[config.mk]
export PLATFORM = sky130hd
export DESIGN_NAME = gpio_bank
export DESIGN_NICKNAME = d
export VERILOG_FILES = /design/src/rtl/gpio_bank_pkg.sv /design/src/rtl/gpio_bank_cfg.sv /design/src/rtl/gpio_bank_sync.sv /design/src/rtl/gpio_bank_group.sv /design/src/rtl/gpio_bank.sv
export SDC_FILE = /design/constraint.sdc
export NUM_CORES = 1
export LEC_CHECK = 0
export CAP_MARGIN = 20
export CORE_MARGIN = 5
export CORE_UTILIZATION = 55
export DETAILED_ROUTE_END_ITERATION = 10
export HOLD_SLACK_MARGIN = 0.15
export PLACE_DENSITY = 0.88
export SYNTH_ARGS = -nofsm -noshare
export SYNTH_HDL_FRONTEND = slang
export SYNTH_SLANG_ARGS = --single-unit
[constraint.sdc]
create_clock -name clk -period 3.93 [get_ports clk]
set_input_delay 0.786 -clock clk [delete_from_list [all_inputs] [get_ports clk]]
set_output_delay 0.786 -clock clk [all_outputs]
set_load 0.02 [all_outputs]
[src/rtl/gpio_bank_pkg.sv]
package gpio_bank_pkg;

  // Offset of an address into a window, and whether it falls inside it.
  function automatic logic win_hit(input logic [15:0] addr, input logic [15:0] base,
                                   input int unsigned count);
    logic [15:0] off;
    off = addr - base;
    return (32'(off) < count);
  endfunction

endpackage

[src/rtl/gpio_bank_cfg.sv]
module gpio_bank_cfg #(
  parameter int NUM_GROUPS = 8,
  parameter int GW         = 8,
  parameter int SIO_GROUPS = 5,
  parameter int AW         = 8,
  parameter logic [AW-1:0] OE_BASE  = 8'hC8,
  parameter logic [AW-1:0] SIO_BASE = 8'hC0
) (
  input  logic                       clk,
  input  logic                       rst,
  input  logic [AW-1:0]              cfg_addr,
  input  logic [GW-1:0]              cfg_wdata,
  input  logic                       cfg_we,
  output logic [GW-1:0]              cfg_rdata,
  output logic [NUM_GROUPS*GW-1:0]   oe_flat,
  output logic [SIO_GROUPS*GW-1:0]   sio_flat
);
  import gpio_bank_pkg::*;

  localparam int IW = (NUM_GROUPS > 1) ? $clog2(NUM_GROUPS) : 1;

  logic [GW-1:0] oe_q  [NUM_GROUPS];
  logic [GW-1:0] sio_q [SIO_GROUPS];
  logic [AW-1:0] oe_off, sio_off;
  logic          oe_hit, sio_hit;
  logic [IW-1:0] oe_idx, sio_idx;
  logic [GW-1:0] rd_next;

  assign oe_off  = cfg_addr - OE_BASE;
  assign sio_off = cfg_addr - SIO_BASE;
  assign oe_hit  = win_hit(16'(cfg_addr), 16'(OE_BASE), NUM_GROUPS);
  assign sio_hit = win_hit(16'(cfg_addr), 16'(SIO_BASE), SIO_GROUPS);
  assign oe_idx  = oe_off[IW-1:0];
  assign sio_idx = sio_off[IW-1:0];

  for (genvar g = 0; g < NUM_GROUPS; g++) begin : g_oe
    always_ff @(posedge clk) begin
      if (rst) oe_q[g] <= '0;
      else if (cfg_we && oe_hit && oe_idx == IW'(g)) oe_q[g] <= cfg_wdata;
    end
    assign oe_flat[g*GW +: GW] = oe_q[g];
  end

  for (genvar g = 0; g < SIO_GROUPS; g++) begin : g_sio
    always_ff @(posedge clk) begin
      if (rst) sio_q[g] <= '0;
      else if (cfg_we && sio_hit && sio_idx == IW'(g)) sio_q[g] <= cfg_wdata;
    end
    assign sio_flat[g*GW +: GW] = sio_q[g];
  end

  always_comb begin
    rd_next = '0;
    if (oe_hit)       rd_next = oe_q[oe_idx];
    else if (sio_hit) rd_next = sio_q[sio_idx];
  end

  always_ff @(posedge clk) begin
    if (rst) cfg_rdata <= '0;
    else     cfg_rdata <= rd_next;
  end

endmodule

[src/rtl/gpio_bank_sync.sv]
module gpio_bank_sync #(
  parameter int W = 64
) (
  input  logic         clk,
  input  logic         rst,
  input  logic [W-1:0] d,
  output logic [W-1:0] q
);
  logic [W-1:0] meta;

  always_ff @(posedge clk) begin
    if (rst) begin
      meta <= '0;
      q    <= '0;
    end else begin
      meta <= d;
      q    <= meta;
    end
  end

endmodule

[src/rtl/gpio_bank_group.sv]
module gpio_bank_group #(
  parameter int GW = 8
) (
  input  logic          clk,
  input  logic          rst,
  input  logic          wr_en,
  input  logic [GW-1:0] wdata,
  input  logic [GW-1:0] oe,
  input  logic [GW-1:0] sio,
  input  logic [GW-1:0] alt_out,
  input  logic [GW-1:0] alt_oe,
  input  logic [GW-1:0] pin_sync,
  output logic [GW-1:0] latch,
  output logic [GW-1:0] rd_byte,
  output logic [GW-1:0] pad_out,
  output logic [GW-1:0] pad_oe
);

  always_ff @(posedge clk) begin
    if (rst)        latch <= '0;
    else if (wr_en) latch <= wdata;
  end

  always_ff @(posedge clk) begin
    if (rst) begin
      pad_out <= '0;
      pad_oe  <= '0;
    end else begin
      pad_out <= (sio & latch) | (~sio & alt_out);
      pad_oe  <= (sio & oe)    | (~sio & alt_oe);
    end
  end

  assign rd_byte = (oe & latch) | (~oe & pin_sync);

endmodule

[src/rtl/gpio_bank.sv]
module gpio_bank #(
  parameter int NUM_GROUPS = 8,
  parameter int GW         = 8,
  parameter int SIO_GROUPS = 5,
  parameter int CFG_AW     = 8,
  parameter int IO_AW      = 16,
  parameter logic [CFG_AW-1:0] OE_BASE  = 8'hC8,
  parameter logic [CFG_AW-1:0] SIO_BASE = 8'hC0,
  parameter logic [IO_AW-1:0]  IO_BASE  = 16'h0A00
) (
  input  logic                         clk,
  input  logic                         rst,
  input  logic [CFG_AW-1:0]            cfg_addr,
  input  logic [GW-1:0]                cfg_wdata,
  input  logic                         cfg_we,
  output logic [GW-1:0]                cfg_rdata,
  input  logic [IO_AW-1:0]             io_addr,
  input  logic [GW-1:0]                io_wdata,
  input  logic                         io_we,
  output logic [GW-1:0]                io_rdata,
  input  logic [NUM_GROUPS*GW-1:0]     pin_in,
  input  logic [SIO_GROUPS*GW-1:0]     alt_func_out,
  input  logic [SIO_GROUPS*GW-1:0]     alt_func_oe,
  output logic [NUM_GROUPS*GW-1:0]     pad_out,
  output logic [NUM_GROUPS*GW-1:0]     pad_oe
);
  import gpio_bank_pkg::*;

  localparam int LINES = NUM_GROUPS * GW;
  localparam int IW    = (NUM_GROUPS > 1) ? $clog2(NUM_GROUPS) : 1;

  logic [LINES-1:0]         oe_flat;
  logic [SIO_GROUPS*GW-1:0] sio_flat;
  logic [LINES-1:0]         pin_sync;
  logic [LINES-1:0]         latch_flat;
  logic [GW-1:0]            rd_bytes [NUM_GROUPS];
  logic [IO_AW-1:0]         io_off;
  logic                     io_hit;
  logic [IW-1:0]            io_idx;

  gpio_bank_cfg #(
    .NUM_GROUPS(NUM_GROUPS), .GW(GW), .SIO_GROUPS(SIO_GROUPS), .AW(CFG_AW),
    .OE_BASE(OE_BASE), .SIO_BASE(SIO_BASE)
  ) u_cfg (
    .clk(clk), .rst(rst), .cfg_addr(cfg_addr), .cfg_wdata(cfg_wdata),
    .cfg_we(cfg_we), .cfg_rdata(cfg_rdata), .oe_flat(oe_flat), .sio_flat(sio_flat)
  );

  gpio_bank_sync #(.W(LINES)) u_sync (
    .clk(clk), .rst(rst), .d(pin_in), .q(pin_sync)
  );

  assign io_off = io_addr - IO_BASE;
  assign io_hit = win_hit(16'(io_addr), 16'(IO_BASE), NUM_GROUPS);
  assign io_idx = io_off[IW-1:0];

  for (genvar g = 0; g < NUM_GROUPS; g++) begin : g_grp
    logic [GW-1:0] sio_b, alt_o, alt_e;
    if (g < SIO_GROUPS) begin : g_sw
      assign sio_b = sio_flat[g*GW +: GW];
      assign alt_o = alt_func_out[g*GW +: GW];
      assign alt_e = alt_func_oe[g*GW +: GW];
    end else begin : g_fixed
      assign sio_b = '1;
      assign alt_o = '0;
      assign alt_e = '0;
    end
    gpio_bank_group #(.GW(GW)) u_group (
      .clk(clk), .rst(rst),
      .wr_en(io_we && io_hit && io_idx == IW'(g)),
      .wdata(io_wdata),
      .oe(oe_flat[g*GW +: GW]),
      .sio(sio_b),
      .alt_out(alt_o),
      .alt_oe(alt_e),
      .pin_sync(pin_sync[g*GW +: GW]),
      .latch(latch_flat[g*GW +: GW]),
      .rd_byte(rd_bytes[g]),
      .pad_out(pad_out[g*GW +: GW]),
      .pad_oe(pad_oe[g*GW +: GW])
    );
  end

  always_ff @(posedge clk) begin
    if (rst)         io_rdata <= '0;
    else if (io_hit) io_rdata <= rd_bytes[io_idx];
    else             io_rdata <= '0;
  end

endmodule

Word-level counts from Yosys, hierarchy flattened
Memories as Yosys holds them, arrays and structs flattened.
Cells that the tools add are included.
{ "word_totals": {"regBits": 336, "mem_bits_rw": 104, "inputBits": 188, "mem_count": 2, "output_inout_bits": 144, "elab_cells": 226} }
{ "op_classes": {"muxes": 59, "n_lt_le_gt_ge": 4, "bitwise_logic": 82, "reduce_logical": 28, "add_sub_neg": 5, "eq_ne": 18} }
{ "memory_table": {"columns": ["memory", "words", "width", "rd", "rd_clocked_by_memory_dff", "write_ports", "line", "rtl"], "rows": [
  ["u_cfg.oe_q", 8, 8, 9, 0, 8, "gpio_bank_cfg.sv:22", "logic [GW-1:0] oe_q [NUM_GROUPS];"],
  ["u_cfg.sio_q", 5, 8, 6, 0, 5, "gpio_bank_cfg.sv:23", "logic [GW-1:0] sio_q [SIO_GROUPS];"]
]} }
{ "op_table": {"columns": ["op", "n"], "rows": [
  ["AND 8 bit", 36],
  ["bitwise OR 8 bit", 18],
  ["two-way mux 8 bit", 17],
  ["NOT 8 bit", 13],
  ["two-way mux 1 bit", 41],
  ["< comparator 16 x 4 -> 1 bit, second input constant", 2],
  ["equality test 3 bit, second input constant", 9],
  ["binary-select mux 8 bit (select 3 bit)", 1],
  ["logical AND 1 bit", 24],
  ["equality test 3 x 2 -> 1 bit, second input constant", 6],
  ["subtractor 8 x 8 -> 9 bit, second input constant", 2],
  ["< comparator 16 x 3 -> 1 bit, second input constant", 1],
  ["subtractor 16 x 12 -> 16 bit, second input constant", 1],
  ["bitwise OR 1 bit", 13],
  ["equality test 3 x 1 -> 1 bit, second input constant", 3],
  ["zero test 3 bit", 3],
  ["subtractor 3 x 1 -> 3 bit, second input constant", 2],
  [">= comparator 4 bit, second input constant", 1],
  ["NOT 3 -> 4 bit", 1],
  ["OR reduction 2 bit", 1],
  ["NOT 1 bit", 1]
]} }

Longest topological paths before layout
Gate-level depths: netlist (run 1).
{ "logic_depth": {"depth_word": 8, "depth_mapped": 8, "ltp_nobuf": 6} }

By module
A second synthesis (run 1) with hierarchy kept.
{ "unflattened": {"cells_unflattened": 1413, "area_unflattened_um2": 17360.4} }
{ "by_module_without_submodules": {"columns": ["module", "area_each_um2", "seq_area_each_um2", "cells_each", "instances"], "rows": [
  ["gpio_bank_group", 927.1, 480.5, 83, 8],
  ["gpio_bank_cfg", 5416.4, 3283.1, 401, 1],
  ["gpio_bank_sync", 3464.6, 2562.5, 270, 1],
  ["gpio_bank", 1062.3, 160.2, 78, 1]
]} }

Worst setup path after synthesis (run 1)
Ideal clock, no wire load.
{ "synth_timing": {"path_type": "input to register", "from": "input port cfg_addr[4]", "to": "memory u_cfg.oe_q[0][0], enable pin", "n_path_buf": 0, "cell_stages": 6, "t_arrival_ns": 2.007, "t_required_ns": 3.604, "path_slack_ns": 1.597, "setup_ns": 0.326, "cell_sequence": "inv_1 > ha_1 > and4_1 > nand2_1 > nor3b_1 > a21o_1"} }
{ "synth_lines": {"columns": ["element", "line", "rtl"], "rows": [
  ["start, declared", "gpio_bank.sv:13", "input logic [CFG_AW-1:0] cfg_addr,"],
  ["end, declared", "gpio_bank_cfg.sv:22", null]
]} }

Worst setup path after layout (run 1)
{ "layout_timing": {"from": "input port io_addr[9]", "to": "register g_grp[5].u_group.latch[0]"} }
{ "layout_via": {"elab_chain_cells": 4} }
{ "layout_lines": {"columns": ["element", "line", "rtl"], "rows": [
  ["start, declared", "gpio_bank.sv:17", "input logic [IO_AW-1:0] io_addr,"],
  ["subtractor 16 x 12 -> 16 bit", "gpio_bank_pkg.sv:7", "off = addr - base;"],
  ["< comparator 16 x 4 -> 1 bit", "gpio_bank_pkg.sv:8", "return (32'(off) < count);"],
  ["logical AND 1 bit (2 in a row)", "gpio_bank.sv:70", ".wr_en(io_we && io_hit && io_idx == IW'(g)),"],
  ["end signal, assigned", "gpio_bank_group.sv:21", "else if (wr_en) latch <= wdata;"],
  ["end, declared", "gpio_bank_group.sv:13", "output logic [GW-1:0] latch,"]
]} }
No other way between the ends.
A chain may end at the register's enable or synchronous reset.

==> results of run 1 <==
power breakdown:
part | leakage (nW) | internal [W] | total (W) | switching [W]
registers | 3.75 | 0.00481 | 0.00495 | 0.000147
logic | 4.44 | 0.000439 | 0.000831 | 0.000391
clock network | 0.672 | 0.00234 | 0.00403 | 0.00169
state kept, by name, summed over array words and instances, names as in the netlist:
| name | count |
|---|---|
| u_cfg.cfg_rdata | 8 |
| g_grp.u_group.pad_oe | 64 |
| u_sync.q | 64 |
| g_grp.u_group.pad_out | 64 |
| u_sync.meta | 64 |
| io_rdata | 8 |
| g_grp.u_group.latch | 64 |
| u_cfg.oe_q | 64 |
| u_cfg.sio_q | 40 |
synthesized netlist by cell type, drive strengths merged, types with 3 or more instances:
master | number | area share
o22ai | 8 | 0.0031
nand4 | 7 | 0.0050
nor2 | 92 | 0.021
and2 | 108 | 0.041
a22oi | 8 | 0.0037
mux4 | 24 | 0.033
buf | 16 | 0.0060
o211ai | 16 | 0.0074
a31oi | 8 | 0.0031
inv | 28 | 0.0064
a31o | 3 | 0.0016
nor3 | 7 | 0.0021
dfxtp | 336 | 0.41
nand2 | 97 | 0.022
edfxtp | 104 | 0.19
and4 | 3 | 0.0018
nand3 | 3 | 0.00092
nand2b | 3 | 0.0011
mux2i | 224 | 0.14
mux2 | 16 | 0.011
nor4 | 3 | 0.0011
nor2b | 159 | 0.061
clkbuf | 52 | 0.012
a21o | 8 | 0.0037
layout make-up:
cell class | instances | area [µm²]
sequential | 440 | 9850
fill | 2018 | 8180
multi-input combinational | 815 | 6070
timing repair buffer | 342 | 3400
clock buffer | 60 | 1200
tap | 390 | 488
clock inverter | 18 | 178
inverter | 29 | 109
antenna | 2 | 5.00
metal layers:
layer  vias up  track usage  wire length [µm]
li1       5242            -                 -
met1      5435        0.389             19000
met2       760        0.449             22000
met3       121       0.0678              5820
met4         0        0.119              2150
met5         -            0                 0
cell usage in the layout, fill, tap and decap left out, types with 3 or more instances in the layout:
| cell type | netlist | layout |
|---|---|---|
| sky130_fd_sc_hd__o211ai_1 | 16 | 16 |
| sky130_fd_sc_hd__a31oi_1 | 8 | 8 |
| sky130_fd_sc_hd__nor3_1 | 7 | 7 |
| sky130_fd_sc_hd__mux4_2 | 24 | 24 |
| sky130_fd_sc_hd__nor2b_1 | 159 | 159 |
| sky130_fd_sc_hd__and2_1 | 108 | 108 |
| sky130_fd_sc_hd__nand4_2 | 6 | 6 |
| sky130_fd_sc_hd__inv_1 | 28 | 28 |
| sky130_fd_sc_hd__a21o_1 | 8 | 8 |
| sky130_fd_sc_hd__clkbuf_16 | 0 | 45 |
| sky130_fd_sc_hd__nand3_1 | 3 | 3 |
| sky130_fd_sc_hd__mux2_2 | 16 | 16 |
| sky130_fd_sc_hd__clkdlybuf4s50_1 | 0 | 328 |
| sky130_fd_sc_hd__clkbuf_1 | 52 | 13 |
| sky130_fd_sc_hd__nand2_1 | 97 | 97 |
| sky130_fd_sc_hd__nor2_1 | 92 | 92 |
| sky130_fd_sc_hd__dfxtp_1 | 336 | 336 |
| sky130_fd_sc_hd__clkinv_2 | 0 | 7 |
| sky130_fd_sc_hd__buf_4 | 0 | 10 |
| sky130_fd_sc_hd__nand2b_1 | 3 | 3 |
| sky130_fd_sc_hd__a22oi_1 | 8 | 8 |
| sky130_fd_sc_hd__bufinv_16 | 0 | 3 |
| sky130_fd_sc_hd__o22ai_1 | 8 | 8 |
| sky130_fd_sc_hd__edfxtp_1 | 104 | 104 |
| sky130_fd_sc_hd__a31o_2 | 3 | 3 |
| sky130_fd_sc_hd__clkinv_1 | 1 | 3 |
| sky130_fd_sc_hd__nor4_1 | 3 | 3 |
| sky130_fd_sc_hd__mux2i_1 | 224 | 224 |
kinds of logic (layout without fill, tap and decap cells):
| group | Yosys count | after routing | share of synthesized area |
|---|---|---|---|
| AOI/OAI and AO/OA | 57 | 57 | 0.0261 |
| xor gates and xnor gates | 1 | 1 | 0.000537 |
| adders and majority gates | 2 | 2 | 0.00153 |
| buffers and inverters | 97 | 449 | 0.0246 |
| DFF | 440 | 440 | 0.603 |
| muxes | 264 | 264 | 0.182 |
| other | 0 | 2 | 0 |
| and+or+nand+nor | 491 | 491 | 0.162 |
metrics by stage:
| step | std cells | power, W | utilization |
|---|---|---|---|
| 6_report | 2096 | 0.00982 | 0.723 |
| 5_1_grt | 2096 | 0.0101 | 0.723 |
| 4_1_cts | 2094 | 0.00983 | 0.722 |
| 3_5_place_dp | 2016 | 0.00586 | 0.676 |
| 3_3_place_gp | 2016 | 0.00584 | 0.676 |
| 2_1_floorplan | 1352 | 0.00538 | - |
worst min path at each step:
stage	startpoint	endpoint	slack [ns]	depth (start not counted)
final	u_sync.meta[56]$_SDFF_PP0_	u_sync.q[56]$_SDFF_PP0_	0.43	1
after global routing	u_sync.meta[10]$_SDFF_PP0_	u_sync.q[10]$_SDFF_PP0_	0.45	1
after floorplan	u_sync.meta[0]$_SDFF_PP0_	u_sync.q[0]$_SDFF_PP0_	0.41	1
after global placement	u_sync.meta[43]$_SDFF_PP0_	u_sync.q[43]$_SDFF_PP0_	0.42	1
after CTS	u_sync.meta[56]$_SDFF_PP0_	u_sync.q[56]$_SDFF_PP0_	0.44	1
after detailed placement	u_sync.meta[56]$_SDFF_PP0_	u_sync.q[56]$_SDFF_PP0_	0.42	1
==> metrics.txt, run 1 <==
# TYPE chip_impl_metric gauge
chip_impl_metric{name="die_height",unit="µm"} 182
chip_impl_metric{name="port_buffers",unit=""} 331
chip_impl_metric{name="synth_seq_area_share",unit=""} 0.603
chip_impl_metric{name="dpl_worst_slack",unit="ns"} 0.563
chip_impl_metric{name="vias",unit=""} 11558
chip_impl_info{name="crit_path_cell_trace",value="clkdlybuf4s50_1 > inv_1 > ha_1 > nor4b_1 > o2111a_1 > nand4_2 > mux2i_1"} 1
chip_impl_metric{name="postSynthCellCount",unit=""} 1352
chip_impl_metric{name="synth_edf_count",unit=""} 104
chip_impl_metric{name="synth_nets",unit=""} 1542
chip_impl_info{name="timing.critical_path.max_delay_family",value="simple AND/OR/NAND/NOR gates"} 1
chip_impl_metric{name="design.final.nets",unit=""} 1861
chip_impl_metric{name="finalHoldViolCount",unit=""} 0
chip_impl_metric{name="cts_setup_buffers",unit=""} 0
chip_impl_metric{name="clkTransAtPathRegs",unit="ns"} 0.06
chip_impl_metric{name="power_density",unit="nW/µm²"} 461
chip_impl_metric{name="dpl-instance-area",unit="µm²"} 19900
chip_impl_info{name="cts_tree",value="yes"} 1
chip_impl_metric{name="stdcell_area",unit="µm²"} 21300
chip_impl_metric{name="placementRows",unit=""} 63
chip_impl_metric{name="power.ir.vdd_worst",unit="V"} 0.000355
chip_impl_info{name="critical-path-slowest-cell",value="sky130_fd_sc_hd__o2111a_1"} 1
chip_impl_metric{name="flow.area_growth_from_synthesis",unit="%"} 30.5
chip_impl_metric{name="layout_worst_path_cycle_share",unit=""} 0.717
chip_impl_metric{name="final.setup.tns",unit="ns"} 0
chip_impl_metric{name="initialDrtViolationCount",unit=""} 1245
chip_impl_metric{name="start_util",unit=""} 0.554
chip_impl_metric{name="tritoncts_num_sinks",unit=""} 440
chip_impl_info{name="run_status",value="completed"} 1
chip_impl_info{name="grt_setup_unrepaired",value="no"} 1
chip_impl_metric{name="clock.fmax",unit="GHz"} 0.355
chip_impl_metric{name="drt.antenna.violating_nets",unit=""} 0
chip_impl_metric{name="slew-limit-headroom",unit=""} 0.337
chip_impl_metric{name="core_area",unit="µm²"} 29500
chip_impl_metric{name="async_reset_ff_frac",unit=""} 0
chip_impl_metric{name="wl",unit="µm"} 48900
chip_impl_metric{name="worst-path-max-fanout",unit=""} 9
chip_impl_metric{name="cts-buffers-inserted",unit=""} 43
chip_impl_metric{name="gp_congestion",unit=""} 0.962
chip_impl_metric{name="route.detailed.vias_per_inst",unit=""} 5.51
chip_impl_info{name="hold_path_class",value="flip-flop to flip-flop"} 1
chip_impl_metric{name="timing_max_transition_violations_final",unit=""} 0
chip_impl_metric{name="ys_types",unit=""} 42
chip_impl_metric{name="post_cts_resize_count",unit=""} 0
chip_impl_metric{name="grt_pass1_wl",unit="µm"} 72100
chip_impl_metric{name="setup_viol",unit=""} 0
chip_impl_metric{name="synthesis.area",unit="µm²"} 16300
chip_impl_metric{name="critical_path.n_buffers_inverters",unit=""} 2
chip_impl_metric{name="synth-seq-cells",unit=""} 440
chip_impl_metric{name="overflow",unit=""} 0
chip_impl_metric{name="synthesis.yosys.warnings",unit=""} 0
chip_impl_metric{name="drive_above_1_share",unit=""} 0.0763
chip_impl_info{name="setup.worst_path.start_class",value="input pin"} 1
chip_impl_metric{name="cts.path.max_buffers",unit=""} 3
chip_impl_metric{name="crit_cells",unit=""} 7
chip_impl_metric{name="worst_slack",unit="ns"} 1.11
chip_impl_info{name="critPathCaptureType",value="flip-flop"} 1
chip_impl_metric{name="setup.reg_to_reg.worst_slack",unit="ns"} 2.31
chip_impl_info{name="class_of_the_most_critical_setup_path",value="input pin to flip-flop"} 1
chip_impl_metric{name="worst_r2r_path_depth",unit=""} 3
chip_impl_metric{name="cpPeakStageDelay",unit="ns"} 0.61
chip_impl_metric{name="ios",unit=""} 332
chip_impl_metric{name="worst_ep_arrival_time",unit="ns"} 3.26
chip_impl_info{name="crit_start",value="io_addr[9]"} 1
chip_impl_metric{name="firstDrtPassIters",unit=""} 5
chip_impl_metric{name="post_cts_hold_buffer_count",unit=""} 0
chip_impl_metric{name="drv.max_cap_violation_count",unit=""} 0
chip_impl_metric{name="grt_max_degree",unit=""} 108
chip_impl_metric{name="fin_worst_skew",unit="ns"} 0.0236
chip_impl_info{name="crit-reg2reg-launch",value="u_cfg.oe_q[0][4]$_SDFFCE_PN0P_"} 1
chip_impl_metric{name="timing.final.crit_period",unit="ns"} 2.82
chip_impl_info{name="postSynth.topFlopCell",value="sky130_fd_sc_hd__dfxtp_1"} 1
chip_impl_metric{name="power.static_leakage",unit="nW"} 8.86
chip_impl_metric{name="hpwl",unit="µm"} 37300
chip_impl_metric{name="worst_hold_slack",unit="ns"} 0.433
chip_impl_info{name="cp-endpoint",value="g_grp[5].u_group.latch[0]$_SDFFE_PP0P_"} 1
chip_impl_metric{name="avgRoutedWirePerCell",unit="µm"} 23.3
chip_impl_metric{name="die_width",unit="µm"} 182
chip_impl_metric{name="antenna_found_initial",unit=""} 2
chip_impl_metric{name="avgSynthCellArea",unit="µm²"} 12.1
chip_impl_metric{name="clock_latency",unit="ns"} 0.54
chip_impl_metric{name="dieArea",unit="µm²"} 33200
chip_impl_metric{name="transition_time_at_the_pin_with_the_least_slew_margin",unit="ns"} 0.995
chip_impl_info{name="crit-reg2reg-capture",value="u_cfg.cfg_rdata[4]$_SDFF_PP0_"} 1
chip_impl_metric{name="post-route-drc-count",unit=""} 0
chip_impl_metric{name="track_usage",unit=""} 0.287
chip_impl_metric{name="grt_pass1_vias",unit=""} 11700
chip_impl_metric{name="critical_path_required",unit="ns"} 4.37
chip_impl_info{name="clk_root_buffer_cell",value="sky130_fd_sc_hd__clkbuf_16"} 1
chip_impl_metric{name="clock_tree.htree_level_count",unit=""} 2
(Power assumes the default switching activity.)
==> run 2, diff against run 1 <==
--- a/config.mk
+++ b/config.mk
@@ -7,10 +7,10 @@
 export LEC_CHECK = 0
 export CAP_MARGIN = 20
 export CORE_MARGIN = 5
-export CORE_UTILIZATION = 55
+export CORE_UTILIZATION = 51
 export DETAILED_ROUTE_END_ITERATION = 10
 export HOLD_SLACK_MARGIN = 0.15
-export PLACE_DENSITY = 0.88
+export PLACE_DENSITY = 0.82
 export SYNTH_ARGS = -nofsm -noshare
 export SYNTH_HDL_FRONTEND = slang
 export SYNTH_SLANG_ARGS = --single-unit
==> constraint.sdc (replaced) <==
create_clock -name clk -period 2.9 [get_ports clk]
set_input_delay 0.58 -clock clk [delete_from_list [all_inputs] [get_ports clk]]
set_output_delay 0.58 -clock clk [all_outputs]
set_load 0.02 [all_outputs]
==> metrics.txt, run 2 (synthesis gave the netlist of run 1 again) <==
# TYPE chip_impl_metric gauge
chip_impl_metric{name="die_width",unit="µm"} 189
chip_impl_metric{name="timing_max_transition_violations_final",unit=""} 0
chip_impl_metric{name="worst_ep_arrival_time",unit="ns"} 2.65
chip_impl_metric{name="transition_time_at_the_pin_with_the_least_slew_margin",unit="ns"} 0.802
chip_impl_info{name="final_cell_mix",value="336 x sky130_fd_sc_hd__dfxtp_1, 328 x sky130_fd_sc_hd__clkdlybuf4s50_1, 224 x sky130_fd_sc_hd__mux2i_1"} 1
chip_impl_info{name="mostFrequentLayoutCell",value="sky130_fd_sc_hd__dfxtp_1"} 1
chip_impl_metric{name="cts_setup_buffers",unit=""} 0
chip_impl_metric{name="setup_viol",unit=""} 0
chip_impl_metric{name="firstDrtPassIters",unit=""} 6
chip_impl_metric{name="power_density",unit="nW/µm²"} 627
chip_impl_metric{name="drive_above_1_share",unit=""} 0.0934
chip_impl_metric{name="filler_cell_count",unit=""} 2295
chip_impl_metric{name="critical_path_required",unit="ns"} 3.11
chip_impl_metric{name="start_util",unit=""} 0.517
chip_impl_metric{name="port_buffers",unit=""} 331
chip_impl_metric{name="finalHoldViolCount",unit=""} 0
chip_impl_metric{name="post_cts_hold_buffer_count",unit=""} 0
chip_impl_metric{name="diodes",unit=""} 0
chip_impl_metric{name="hpwl",unit="µm"} 36800
chip_impl_metric{name="dieArea",unit="µm²"} 35700
chip_impl_metric{name="overflow",unit=""} 0
chip_impl_metric{name="grt_pass1_vias",unit=""} 11626
chip_impl_info{name="setup.worst_path.start_class",value="input pin"} 1
chip_impl_metric{name="timing.final.crit_period",unit="ns"} 2.44
chip_impl_metric{name="clock_latency",unit="ns"} 0.54
chip_impl_metric{name="cts.path.max_buffers",unit=""} 3
chip_impl_info{name="hold_path_class",value="flip-flop to flip-flop"} 1
chip_impl_metric{name="clkTransAtPathRegs",unit="ns"} 0.06
chip_impl_metric{name="final.setup.tns",unit="ns"} 0
chip_impl_metric{name="initialDrtViolationCount",unit=""} 1083
chip_impl_info{name="clk_root_buffer_cell",value="sky130_fd_sc_hd__clkbuf_16"} 1
chip_impl_info{name="grt_setup_unrepaired",value="no"} 1
chip_impl_info{name="cts_tree",value="yes"} 1
chip_impl_info{name="run_status",value="completed"} 1
chip_impl_metric{name="slew-limit-headroom",unit=""} 0.461
chip_impl_metric{name="tritoncts_num_sinks",unit=""} 440
chip_impl_metric{name="design.final.nets",unit=""} 1877
chip_impl_metric{name="grt_max_degree",unit=""} 171
chip_impl_metric{name="antenna_found_initial",unit=""} 2
chip_impl_metric{name="track_usage",unit=""} 0.263
chip_impl_metric{name="area_used_by_multi_input_combinational_logic",unit="µm²"} 6070
chip_impl_metric{name="placementRows",unit=""} 65
chip_impl_metric{name="worst-path-max-fanout",unit=""} 8
chip_impl_metric{name="vias",unit=""} 11478
chip_impl_metric{name="flow.area_growth_from_synthesis",unit="%"} 32.1
chip_impl_metric{name="drv.max_cap_violation_count",unit=""} 0
chip_impl_metric{name="grt_pass1_wl",unit="µm"} 71200
chip_impl_metric{name="gp_congestion",unit=""} 1.01
chip_impl_metric{name="fin_worst_skew",unit="ns"} 0.0166
chip_impl_metric{name="power.ir.vdd_worst",unit="V"} 0.000460
chip_impl_metric{name="drt.antenna.violating_nets",unit=""} 0
chip_impl_metric{name="place.detailed.instances",unit=""} 2043
chip_impl_metric{name="route.detailed.vias_per_inst",unit=""} 5.40
chip_impl_metric{name="avgRoutedWirePerCell",unit="µm"} 22.8
chip_impl_metric{name="die_height",unit="µm"} 189
chip_impl_metric{name="min_path_cells",unit=""} 1
chip_impl_metric{name="layout_worst_path_cycle_share",unit=""} 0.841
chip_impl_metric{name="post-route-drc-count",unit=""} 0
chip_impl_metric{name="ios",unit=""} 332
chip_impl_metric{name="clock.fmax",unit="GHz"} 0.410
chip_impl_metric{name="power.static_leakage",unit="nW"} 9.02
chip_impl_metric{name="worst_r2r_path_depth",unit=""} 3
chip_impl_info{name="class_of_the_most_critical_setup_path",value="input pin to flip-flop"} 1
chip_impl_metric{name="post_layout_nonfiller_instances",unit=""} 2125
chip_impl_metric{name="cts-buffers-inserted",unit=""} 44
chip_impl_metric{name="core_area",unit="µm²"} 31600
chip_impl_metric{name="wl",unit="µm"} 48500
chip_impl_metric{name="sequential_cell_area",unit="µm²"} 9850
chip_impl_metric{name="post_cts_resize_count",unit=""} 0
chip_impl_metric{name="clock_tree.htree_level_count",unit=""} 2
chip_impl_info{name="critPathCaptureType",value="flip-flop"} 1
[run 2: cell types whose count changed in the layout (fill, tap and decap cells not counted), moves of 3 or more]
cell / before / now
sky130_fd_sc_hd__clkbuf_1: 13 / 4
sky130_fd_sc_hd__clkbuf_8: 2 / 9
sky130_fd_sc_hd__inv_4: 0 / 3
sky130_fd_sc_hd__bufinv_16: 3 / 0
sky130_fd_sc_hd__clkinv_1: 3 / 0
sky130_fd_sc_hd__clkinv_4: 1 / 4
sky130_fd_sc_hd__buf_4: 10 / 22
sky130_fd_sc_hd__clkbuf_16: 45 / 48
sky130_fd_sc_hd__buf_12: 1 / 4
[run 2: power breakdown]
group          leakage [nW]  switching [W]  total, W  internal (W)
sequential             3.75       0.000198   0.00671       0.00651
clock                 0.744        0.00240   0.00567       0.00327
combinational          4.53       0.000528   0.00113      0.000601
total                  9.02        0.00313    0.0135        0.0104
[run 2: final timing paths]
kind                                  start                              to  slack, ns
max                             cfg_addr[3]  u_cfg.oe_q[6][1]$_SDFFCE_PN0P_       0.46
min               u_sync.meta[5]$_SDFF_PP0_          u_sync.q[5]$_SDFF_PP0_       0.43
max reg2reg  u_cfg.oe_q[0][4]$_SDFFCE_PN0P_   u_cfg.cfg_rdata[4]$_SDFF_PP0_       1.25
min reg2reg       u_sync.meta[5]$_SDFF_PP0_          u_sync.q[5]$_SDFF_PP0_       0.43
[run 2: layout make-up]
type | instances | area share
clock buffer | 61 | 0.0621
clock inverter | 21 | 0.00656
inverter | 29 | 0.00505
multi-input combinational | 815 | 0.282
sequential | 440 | 0.457
tap | 402 | 0.0233
timing repair buffer | 357 | 0.165
[run 2: stage by stage]
step | setup slack [ns] | area (µm²) | util | total power [W] | hold slack, ns
2_1_floorplan | 0.773 | 16300 | - | 0.00729 | 0.414
3_3_place_gp | 0.130 | 20100 | 0.636 | 0.00793 | 0.422
3_5_place_dp | -0.0238 | 20100 | 0.636 | 0.00795 | 0.420
4_1_cts | 0.516 | 21600 | 0.683 | 0.0135 | 0.435
5_1_grt | 0.408 | 21600 | 0.683 | 0.0139 | 0.455
6_report | 0.460 | 21600 | 0.683 | 0.0135 | 0.431
[run 2: layer usage]
layer,global-route usage,vias up,share of wire
met3,0.0785,92,0.12
met5,0,-,0.00029
met1,0.355,5427,0.40
met4,0.0832,4,0.031
met2,0.413,680,0.45
li1,-,5275,-
[run 2: critical path: stages]
cell and delay (ns):
sky130_fd_sc_hd__clkdlybuf4s50_1 0.52, sky130_fd_sc_hd__inv_1 0.06, sky130_fd_sc_hd__ha_1 0.20, sky130_fd_sc_hd__xnor2_1 0.35, sky130_fd_sc_hd__nand2_1 0.17, sky130_fd_sc_hd__nor2_1 0.38
sky130_fd_sc_hd__a21o_1 0.38
